## src/rtl/alu_pkg.sv

```systemverilog
package alu_pkg;

  localparam int CODE_W = 4;

  typedef enum logic [CODE_W-1:0] {
    FN_AND = 4'b0000,
    FN_OR  = 4'b0001,
    FN_ADD = 4'b0010,
    FN_SUB = 4'b0110,
    FN_SLT = 4'b0111,
    FN_NOR = 4'b1100
  } aluFunc_e;

  typedef enum logic [1:0] {
    SEL_AND  = 2'b00,
    SEL_OR   = 2'b01,
    SEL_SUM  = 2'b10,
    SEL_LESS = 2'b11
  } cellSel_e;

  typedef struct packed {
    logic     invertA;
    logic     negateB;
    cellSel_e cellSel;
    logic     resultEnable;
  } aluStrobes_t;

endpackage

```

## src/rtl/alu_control.sv

```systemverilog
module alu_control
  import alu_pkg::*;
(
  input  logic [CODE_W-1:0] funcCode,
  output aluStrobes_t       strobes
);

  logic codeKnown;

  always_comb begin
    unique case (funcCode)
      FN_AND, FN_OR, FN_ADD, FN_SUB, FN_SLT, FN_NOR: codeKnown = 1'b1;
      default:                                       codeKnown = 1'b0;
    endcase
  end

  always_comb begin
    strobes.invertA      = funcCode[3];
    strobes.negateB      = funcCode[2];
    strobes.cellSel      = cellSel_e'(funcCode[1:0]);
    strobes.resultEnable = codeKnown;
  end

endmodule

```

## src/rtl/alu_cell.sv

```systemverilog
module alu_cell
  import alu_pkg::*;
(
  input  logic     aBit,
  input  logic     bBit,
  input  logic     invertA,
  input  logic     negateB,
  input  logic     carryIn,
  input  logic     lessIn,
  input  cellSel_e cellSel,
  output logic     genBit,
  output logic     propBit,
  output logic     sumBit,
  output logic     resBit
);

  logic aEff;
  logic bEff;

  always_comb begin
    aEff    = aBit ^ invertA;
    bEff    = bBit ^ negateB;
    genBit  = aEff & bEff;
    propBit = aEff | bEff;
    sumBit  = aEff ^ bEff ^ carryIn;
    unique case (cellSel)
      SEL_AND:  resBit = genBit;
      SEL_OR:   resBit = propBit;
      SEL_SUM:  resBit = sumBit;
      SEL_LESS: resBit = lessIn;
      default:  resBit = 1'b0;
    endcase
  end

endmodule

```

## src/rtl/alu_carry_chain.sv

```systemverilog
module alu_carry_chain #(
  parameter int WIDTH = 32
) (
  input  logic [WIDTH-1:0] genVec,
  input  logic [WIDTH-1:0] propVec,
  input  logic             carryLow,
  output logic [WIDTH-1:0] carryVec
);

  logic unusedTopGp;
  assign unusedTopGp = genVec[WIDTH-1] ^ propVec[WIDTH-1];

  always_comb begin
    logic running;
    running     = carryLow;
    carryVec[0] = carryLow;
    for (int i = 1; i < WIDTH; i++) begin
      running     = genVec[i-1] | (propVec[i-1] & running);
      carryVec[i] = running;
    end
  end

endmodule

```

## src/rtl/alu_datapath.sv

```systemverilog
module alu_datapath
  import alu_pkg::*;
#(
  parameter int WIDTH = 32
) (
  input  logic [WIDTH-1:0] opA,
  input  logic [WIDTH-1:0] opB,
  input  aluStrobes_t      strobes,
  output logic [WIDTH-1:0] result,
  output logic             zero
);

  localparam int TOP = WIDTH - 1;

  logic [WIDTH-1:0] genVec;
  logic [WIDTH-1:0] propVec;
  logic [WIDTH-1:0] sumVec;
  logic [WIDTH-1:0] rawVec;
  logic [WIDTH-1:0] carryVec;
  logic [WIDTH-1:0] lessVec;
  logic             signOfDiff;

  assign signOfDiff = sumVec[TOP];

  generate
    for (genvar i = 0; i < WIDTH; i++) begin : g_cell
      if (i == 0) begin : g_low
        assign lessVec[i] = signOfDiff;
      end else begin : g_rest
        assign lessVec[i] = 1'b0;
      end

      alu_cell u_cell (
        .aBit    (opA[i]),
        .bBit    (opB[i]),
        .invertA (strobes.invertA),
        .negateB (strobes.negateB),
        .carryIn (carryVec[i]),
        .lessIn  (lessVec[i]),
        .cellSel (strobes.cellSel),
        .genBit  (genVec[i]),
        .propBit (propVec[i]),
        .sumBit  (sumVec[i]),
        .resBit  (rawVec[i])
      );
    end
  endgenerate

  alu_carry_chain #(.WIDTH(WIDTH)) u_chain (
    .genVec   (genVec),
    .propVec  (propVec),
    .carryLow (strobes.negateB),
    .carryVec (carryVec)
  );

  always_comb begin
    result = strobes.resultEnable ? rawVec : '0;
    zero   = ~|result;
  end

endmodule

```

## src/rtl/alu_top.sv

```systemverilog
module alu_top
  import alu_pkg::*;
#(
  parameter int WIDTH = 32
) (
  input  logic [3:0]       funcCode,
  input  logic [WIDTH-1:0] opA,
  input  logic [WIDTH-1:0] opB,
  output logic [WIDTH-1:0] result,
  output logic             zero
);

  aluStrobes_t strobes;

  alu_control u_ctrl (
    .funcCode (funcCode),
    .strobes  (strobes)
  );

  alu_datapath #(.WIDTH(WIDTH)) u_dp (
    .opA     (opA),
    .opB     (opB),
    .strobes (strobes),
    .result  (result),
    .zero    (zero)
  );

endmodule

```

## config.mk

```make
export PLATFORM = sky130hd
export DESIGN_NAME = alu_top
export DESIGN_NICKNAME = d
export VERILOG_FILES = /design/src/rtl/alu_pkg.sv /design/src/rtl/alu_control.sv /design/src/rtl/alu_cell.sv /design/src/rtl/alu_carry_chain.sv /design/src/rtl/alu_datapath.sv /design/src/rtl/alu_top.sv
export SDC_FILE = /design/constraint.sdc
export NUM_CORES = 1
export LEC_CHECK = 0
export ABC_AREA = 1
export BUFFER_PORTS_ARGS = -buffer_cell sky130_fd_sc_hd__buf_2
export CAP_MARGIN = 20
export CORE_UTILIZATION = 60
export DETAILED_ROUTE_END_ITERATION = 10
export GPL_TIMING_DRIVEN = 0
export PLACE_DENSITY = 0.9
export SYNTH_ARGS = -nofsm -noshare
export SYNTH_HDL_FRONTEND = slang
export SYNTH_SLANG_ARGS = --single-unit
```

## constraint.sdc

```tcl
create_clock -name vclk -period 44.5
set_clock_uncertainty 0.15 [all_clocks]
set_input_delay 8.9 -clock vclk [all_inputs]
set_output_delay 8.9 -clock vclk [all_outputs]
set_load 0.02 [all_outputs]
```

---- Word level (Yosys, flattened, before mapping) ----
Index checks and enable logic that the tools add are counted.
word-level totals
  flip-flop bits (word level) ............. 0
  input port bits ......................... 68
  output and inout port bits .............. 33
  word-level logic and storage cells ...... 301
operators by class
  eq/ne operators ......................... 8
  mux-type cells .......................... 34
  bitwise operators ....................... 254
  reductions and logical operators ........ 5
operators by type and width
  kind                                           number
  one-hot mux 1 bit (4 select lines)             32
  XOR 1 bit                                      128
  AND 1 bit                                      63
  bitwise OR 1 bit                               63
  2-to-1 mux 32 bit                              1
  OR reduction 32 bit                            1
  == test 4 x 3 -> 1 bit, second input constant  2
  OR reduction 6 bit                             1
  == test 2 bit, second input constant           2
  == test 4 x 1 -> 1 bit, second input constant  1
  == test 4 x 2 -> 1 bit, second input constant  1
  == test 4 bit, second input constant           1
  zero test 4 bit                                1
  == test 2 x 1 -> 1 bit, second input constant  1
  zero test 2 bit                                1
  zero test 1 bit                                1
  2-to-1 mux 1 bit                               1

---- Longest topological paths before layout ----
Gate-level depths: netlist of run 1.
  depth after elaboration ................. 69
  depth in mapped cells ................... 47
  mapped depth without buffers ............ 46

---- Modules after synthesis ----
From an unflattened synthesis of run 1, not the netlist that was laid out.
second synthesis, totals
  cell total of the unflattened synthesis .. 879
  area total of the unflattened synthesis .. 4703.3 sq um
by module, submodules not included
  module           times used  cells an instance  area each (sq um)  seq. area each (sq um)
  alu_cell         32          21                 115.1              0.0
  alu_carry_chain  1           94                 504.2              0.0
  alu_datapath     1           97                 434.2              0.0
  alu_control      1           16                 81.3               0.0

---- Worst setup path before layout of run 1 ----
Ideal clock, no wire load.
  path type ............................... input -> output
  start ................................... input port funcCode[3]
  end ..................................... output port zero
  arrival time ............................ 21.178 ns
  data required time ...................... 35.450 ns
  path slack .............................. 14.272 ns
  stages on the path ...................... 43
  path buffers ............................ 2
  path through ............................ buf_2 > buf_2 > xnor2_1 > fa_1 > fa_1 > fa_1 > fa_1 > fa_1 > fa_1 > fa_1 > fa_1 > fa_1 > fa_1 > fa_1 > fa_1 > inv_1 > fa_1 > fa_1 > [... 7 more ...] > fa_1 > fa_1 > fa_1 > fa_1 > fa_1 > fa_1 > fa_1 > fa_1 > inv_1 > fa_1 > fa_1 > nand2_1 > nand3_1 > o21ai_0 > nand2_1 > nor2_1 > nand2_1 > nor2_1
between the ends
  word-level cells in the longest chain between the ends .. 69
  elaborated cells between the ends (all ways) .. 265
  classes of those cells .................. 5 x eq/ne; 34 x mux; 222 x bitwise; 4 x reduce/logical
ends and longest elaborated chain
  what                                line                   source
  from (decl)                         alu_top.sv:6           input logic [3:0] funcCode,
  XOR 1 bit                           alu_cell.sv:21         aEff = aBit ^ invertA;
  bitwise OR 1 bit                    alu_cell.sv:24         propBit = aEff | bEff;
  AND 1 bit                           alu_carry_chain.sv:18  running = genVec[i-1] | (propVec[i-1] & running);
  bitwise OR 1 bit                    alu_carry_chain.sv:18
  AND 1 bit                           alu_carry_chain.sv:18
  bitwise OR 1 bit                    alu_carry_chain.sv:18
  AND 1 bit                           alu_carry_chain.sv:18
  bitwise OR 1 bit                    alu_carry_chain.sv:18
  [... 53 more ...]                   n/a
  bitwise OR 1 bit                    alu_carry_chain.sv:18
  AND 1 bit                           alu_carry_chain.sv:18
  bitwise OR 1 bit                    alu_carry_chain.sv:18
  XOR 1 bit                           alu_cell.sv:25         sumBit = aEff ^ bEff ^ carryIn;
  one-hot mux 1 bit (4 select lines)  alu_cell.sv:26         unique case (cellSel)
  2-to-1 mux 32 bit (*)               alu_datapath.sv:57     result = strobes.resultEnable ? rawVec : '0;
  OR reduction 32 bit (*)             alu_datapath.sv:58     zero = ~|result;
  zero test 1 bit (*)                 alu_datapath.sv:58
  to (decl)                           alu_top.sv:10          output logic zero
Every way passes the cells marked *; elsewhere a longest branch is shown, timed or not.

---- Worst setup path after layout of run 1 ----
Same ends and word-level chain as after synthesis.

==> flow_summary.toml, run 1 <==
[status]
outcome = "complete, no violations"

[critical_path]
crit_arrival_ns = 22.36
path_buf_inv = 6
critPathLaunchType = "input port"
end_kind = "primary output"
critPathMaxFanout = 10
worstPathRequired_ns = 35.45
critPathTopFamily = "adder cells"
cp_slowest_cell = "fa_1"
slowest_delay_ns = 0.47
worstSetupPathType = "input port to primary output"
cpMostUsedCell = "fa_1"

[detailed_routing]
m1WireLength_mm = 3.66
vias = 3571
first_pass_iters = 5
top_layer = "met4"
drc = 0
met2_length_mm = 4.66
via_per_inst = 4.99
ant_nets = 0
wire_per_inst_um = 12.9
finalWirelength_mm = 9.23
drt-initial-drc-count = 171
dr_wl_met3_um = 635

[sta]
hold_viol = 0
final-setup-viol-count = 0
min_period_over_period_pct = 70.6
fmaxAchievable_mhz = 31.8
tightest_slew_ns = 0.540
setup_ws_ns = 13.09
min_period_ns = 31.41
slew_viol_final = 0
rsz0062_at_grt = "false"
tns_ns = 0
slew-limit-headroom_pct = 64.0

[cells_and_area]
layout_common_cells = "nand2_1 (145), inv_1 (119), buf_2 (113)"
final_nets = 808
seq_cells = 0
ff_latch_area_um2 = 0
diodes = 0
fillerInstances = 499
area_growth_pct = 16.5
final_common_cell = "nand2_1"
nClkBuffers = 0
drive_above_1_share_pct = 20.2

[logic_synthesis]
syn_inst = 545
ys_types = 24
ys_warn_count = 0
synth_area_per_cell_um2 = 6.52
syn_nets = 707
synth_area_um2 = 3550
synth_area_leaders = "ha_1 (23%), fa_1 (17%), nand2_1 (15%), xnor2_1 (15%), inv_1 (13%)"
seq_area_frac_synth_pct = 0
yosysTopAreaCell = "ha_1"
synth_top_area_share_pct = 22.5

[power]
irDropWorstVdd_v = 0.00000853
powerDensity_nw_per_um2 = 15.5
p_leak_nw = 2.50

[place]
dp_worst_setup_slack_ns = 13.19
place_congestion = 0.832
post-dp-hpwl_mm = 7.52
numPortBuffers = 99

[worst_hold_path]
hold_depth = 5
hold-path-endpoint = "result[18]"
min-delay-start = "funcCode[3]"
min_path_type = "input port to primary output"

[die]
dieArea_um2 = 6230
num_rows = 27
die_h_um = 79.0
core_um2 = 5610
start_util_pct = 63.4
die_w_um = 79.0
io_pins = 101

[grt]
grt_pass1_vias = 3516
grt_max_degree = 11
grt_overflow = 0
grt_pass1_wl_mm = 15.0
grt_use_total_pct = 30.5
grt_antenna_before_repair = 0

[flow_run]
drv_cap = 0

[cts]
post_cts_resized = 0
holdBufCountCts = 0
postCtsSetupBuffers = 0
-- tightest hold or removal path: cells and delay by family --
family	cells	cell delay, ns
buffers and inverters	2	0.31
AND/OR/NAND/NOR	3	0.28
-- per-stage QoR --
stage / instances / hold slack, ns / total power, mW / instance area [um^2] / utilization [%]
CTS: 716 / 18.25 / 0.0637 / 4140 / 73.8
global placement: 716 / 18.24 / 0.0595 / 4140 / 73.8
global route: 716 / 18.28 / 0.0725 / 4140 / 73.8
detailed placement: 716 / 18.25 / 0.0635 / 4140 / 73.8
finish: 716 / 18.25 / 0.0640 / 4140 / 73.8
floorplan: 545 / 17.97 / 0.0457 / 3550 / -
-- Yosys cell counts --
cell	n
a21o_1	1
a21oi_1	1
a31oi_1	7
and2_1	1
buf_1	2
buf_2	14
buf_4	5
clkbuf_1	1
fa_1	30
ha_1	64
inv_1	119
inv_2	1
nand2_1	145
nand3_1	15
nand3_2	1
nand3b_1	1
nor2_1	45
nor2_4	1
nor3_1	1
o21ai_0	15
o21ai_1	3
or2_2	9
xnor2_1	61
xor2_1	2
-- how the worst max path moves through the flow --
stage,from,to,slack (ns),cells after the start
2_1_floorplan,funcCode[3],zero,14.27,43
3_3_place_gp,funcCode[3],zero,13.32,44
3_5_place_dp,funcCode[3],zero,13.19,44
4_1_cts,funcCode[3],zero,13.15,44
5_1_grt,funcCode[3],zero,12.61,47
6_report,funcCode[3],zero,13.09,44
-- metal layers --
| layer | track usage, % | vias up |
|---|---|---|
| li1 | - | 1756 |
| met1 | 35.0 | 1638 |
| met2 | 57.4 | 150 |
| met3 | 2.87 | 27 |
| met4 | 12.5 | 0 |
| met5 | 0 | - |
-- area by class of cell --
cell class / instances / area [um^2] / share of cell area, %
plain buffers: 22 / 119 / 2.87
inverters: 120 / 450 / 10.9
multi-input cells: 403 / 2980 / 72.1
well taps: 72 / 90.1 / 2.18
repair buffers: 99 / 495 / 12.0
-- power by group --
part           internal (mW)  switching (mW)
clock network              0               0
registers                  0               0
logic                 0.0250          0.0390
total                 0.0250          0.0390
-- kinds of logic after synthesis --
kind of cell,synth area share (%)
xor+xnor,15.5
buf+inv,16.0
compound gates,4.12
simple gates,24.9
fa+ha+maj,39.4
Power figures use the tool's default switching activity.
==> run 2: changes to the inputs <==
- CORE_UTILIZATION: 60 -> 51
- PLACE_DENSITY: 0.9 -> 0.82
- clock period: 44.5 -> 25.4 ns (I/O delays scaled with it)
==> run 2 against run 1 <==
Design area grew 0.24%. First-iteration DRC count is 12% lower. Largest cell class unchanged. Hold slack worse by 7.6 ns. Global-route usage fell by 5.3 points.
==> flow_summary.toml, run 2 (synthesized netlist as in run 1, its figures left out) <==
[status]
outcome = "complete, no violations"

[worst_hold_path]
hold_depth = 5
min_path_type = "input port to primary output"

[cells_and_area]
final_nets = 808
layout_common_cells = "nand2_1 (145), inv_1 (119), buf_2 (113)"
area_growth_pct = 16.8
ff_latch_area_um2 = 0
nClkBuffers = 0
fin_area_um2 = 4150
final_cells = 724
diodes = 0
final_common_cell = "nand2_1"
seq_cells = 0
drive_above_1_share_pct = 20.2
fin_util_pct = 61.4

[sta]
slew-limit-headroom_pct = 61.9
tns_ns = 0
min_period_ns = 23.65
setup_ws_ns = 1.75
final-setup-viol-count = 0
tightest_slew_ns = 0.571
whs_ns = 10.63
rsz0062_at_grt = "false"
min_period_over_period_pct = 93.1
hold_viol = 0
fmaxAchievable_mhz = 42.3
slew_viol_final = 0

[critical_path]
cpMostUsedCell = "fa_1"
path_buf_inv = 7
critPathTopFamily = "adder cells"
crit_arrival_ns = 18.42
critPathLaunchType = "input port"
cp_slowest_cell = "fa_1"
critPathMaxFanout = 10
slowest_delay_ns = 0.49
cp.depth = 47
end_kind = "primary output"
worstSetupPathType = "input port to primary output"
worstPathRequired_ns = 20.17

[grt]
grt_pass1_wl_mm = 14.7
top_usage_layer = "met2"
grt_use_total_pct = 25.2
grt_max_degree = 11
met3_usage_pct = 1.56
grt_util_met2_pct = 46.2
grt_antenna_before_repair = 0
grtUsageMet1_pct = 31.9
grt_overflow = 0
grt_pass1_vias = 3344

[die]
die_h_um = 85.5
num_rows = 30
io_pins = 101
start_util_pct = 52.6
core_um2 = 6760
die_w_um = 85.5
dieArea_um2 = 7310

[place]
placed_cell_area_um2 = 4150
dp.cells = 724
dp_worst_setup_slack_ns = 1.88
numPortBuffers = 99
place_congestion = 0.863
post-dp-hpwl_mm = 7.41

[power]
p_leak_nw = 2.50
irDropWorstVdd_v = 0.0000156
power_uw = 111
powerDensity_nw_per_um2 = 26.9

[detailed_routing]
first_pass_iters = 4
finalWirelength_mm = 9.16
via_per_inst = 4.82
ant_nets = 0
drt-initial-drc-count = 150
wire_per_inst_um = 12.7
drc = 0
vias = 3492

[flow_run]
drv_cap = 0

[cts]
postCtsSetupBuffers = 0
post_cts_resized = 0
holdBufCountCts = 0
-- run 2: cell counts in the layout (fill, tap and decap cells not counted) --
No cell type changed its count.
-- run 2: final timing paths --
check / endpoint / startpoint / slack (ns)
setup / recovery: zero / funcCode[3] / 1.75
hold / removal: result[18] / funcCode[3] / 10.63
-- run 2: worst min-delay path, cell delays in order --
cell and delay (ns):
buf_2 0.17, nand2_1 0.09, nand3_2 0.13, nor2_1 0.07
buf_2 0.15
-- run 2: cell type report --
class,instances,area (um^2)
Timing Repair Buffer,99,495
Buffer,22,119
Tap cell,80,100
Multi-Input combinational cell,403,2980
Fill cell,648,2610
Inverter,120,450
-- run 2: per-layer routing --
| metal | share of wire, % | wire length [um] |
|---|---|---|
| met1 | 42 | 3820 |
| met2 | 49 | 4500 |
| met3 | 6.8 | 626 |
| met4 | 2.3 | 213 |
| met5 | 0 | 0 |
-- run 2: power breakdown --
group | internal [mW] | switching, mW | total [mW]
clock network | 0 | 0 | 0
logic | 0.0435 | 0.0679 | 0.111
registers | 0 | 0 | 0
total | 0.0435 | 0.0679 | 0.111
==> run 3: changes to the inputs <==
- RECOVER_POWER: unset -> 50
==> run 3 against run 2 <==
First-iteration DRC count down 13%. Global-route usage unchanged. Combinational power about the same. Critical path type unchanged. Non-clock buffer count is the same. Hold slack improved by 0.032 ns. Sequential share of layout area unchanged. Flip-flop and latch count stayed put. Design area fell by 0.48%. Cell count unchanged.
==> flow_summary.toml, run 3 (synthesized netlist as in run 1, its figures left out) <==
[die]
io_pins = 101
die_w_um = 85.5
die_h_um = 85.5
start_util_pct = 52.6
num_rows = 30
core_um2 = 6760
dieArea_um2 = 7310

[cts]
holdBufCountCts = 0
postCtsSetupBuffers = 0
post_cts_resized = 0

[grt]
grt_pass1_vias = 3344
grt_antenna_before_repair = 0
grt_max_degree = 11
grt_pass1_wl_mm = 14.7
grt_overflow = 0
grt_use_total_pct = 25.2

[power]
cellInternalPower_uw = 42.8
power_uw = 111
irDropWorstVdd_v = 0.0000156
p_sw_uw = 68.1
seqPwrFrac_pct = 0
clkPwrFrac_pct = 0
p_leak_nw = 2.45
pwr-share-comb_pct = 100.0
powerDensity_nw_per_um2 = 26.8
switching_share_pct = 61.4

[status]
outcome = "complete, no violations"

[critical_path]
crit_arrival_ns = 18.95
cpMostUsedCell = "fa_1"
critPathLaunchType = "input port"
worstPathRequired_ns = 20.17
slowest_delay_ns = 0.66
cp_slowest_cell = "clkbuf_1"
critPathMaxFanout = 10
worstSetupPathType = "input port to primary output"
end_kind = "primary output"

[cells_and_area]
diodes = 0
nClkBuffers = 0
seq_cells = 0
final_nets = 808
ff_latch_area_um2 = 0
layout_common_cells = "nand2_1 (145), inv_1 (119), buf_2 (97)"
final_common_cell = "nand2_1"
fin_area_um2 = 4130
area_growth_pct = 16.2
drive_above_1_share_pct = 17.7

[sta]
min_period_over_period_pct = 95.2
slew_viol_final = 0
hold_viol = 0
final-setup-viol-count = 0
tightest_slew_ns = 0.810
min_period_ns = 24.18
tns_ns = 0
rsz0062_at_grt = "false"
slew-limit-headroom_pct = 46.0
whs_ns = 10.66
fmaxAchievable_mhz = 41.4
setup_ws_ns = 1.22

[detailed_routing]
ant_nets = 0
vias = 3494
drt-initial-drc-count = 131
first_pass_iters = 5
via_per_inst = 4.83
wire_per_inst_um = 12.8
drc = 0
finalWirelength_mm = 9.24

[worst_hold_path]
min_path_type = "input port to primary output"

[flow_run]
drv_cap = 0

[place]
numPortBuffers = 99
place_congestion = 0.863
dp_worst_setup_slack_ns = 1.88
placed_cell_area_um2 = 4150
post-dp-hpwl_mm = 7.41
run 3: cell types whose count changed in the layout (fill, tap and decap cells not counted):
cell      before  now
buf_2        113   97
clkbuf_1       1   17
run 3: per-stage QoR:
step	utilization (%)	std cells
2_1_floorplan	-	545
3_3_place_gp	61.4	724
3_5_place_dp	61.4	724
4_1_cts	61.4	724
5_1_grt	61.1	724
6_report	61.1	724
run 3: area by class of cell:
type,count,area (um^2)
inverters,120,450
plain buffers,22,116
fillers,655,2630
multi-input cells,403,2980
well taps,80,100
repair buffers,99,478
run 3: routing by layer:
metal  share of wire, %  GRT usage, %  vias up
li1                   -             -     1754
met2                 50          46.2      126
met1                 42          31.9     1604
met5                  0             0        -
met3                5.9          1.56       10
met4                1.3          6.82        0
run 3: final timing paths:
check	start	to	slack (ns)	cells past startpoint
max	funcCode[3]	zero	1.22	47
min	funcCode[1]	result[0]	10.66	8
run 3: worst max-delay path, delay by kind of cell:
family,cells,cell delay (ns)
xor+xnor,1,0.28
simple gates,8,0.70
fa+ha+maj,30,11.34
compound gates,1,0.16
buf+inv,7,1.40
run 3: power groups by stage:
stage / registers, mW / clock network [mW] / logic, mW
4_1_cts: 0 / 0 / 0.111
2_1_floorplan: 0 / 0 / 0.0800
5_1_grt: 0 / 0 / 0.127
3_3_place_gp: 0 / 0 / 0.105
3_5_place_dp: 0 / 0 / 0.111
6_report: 0 / 0 / 0.111
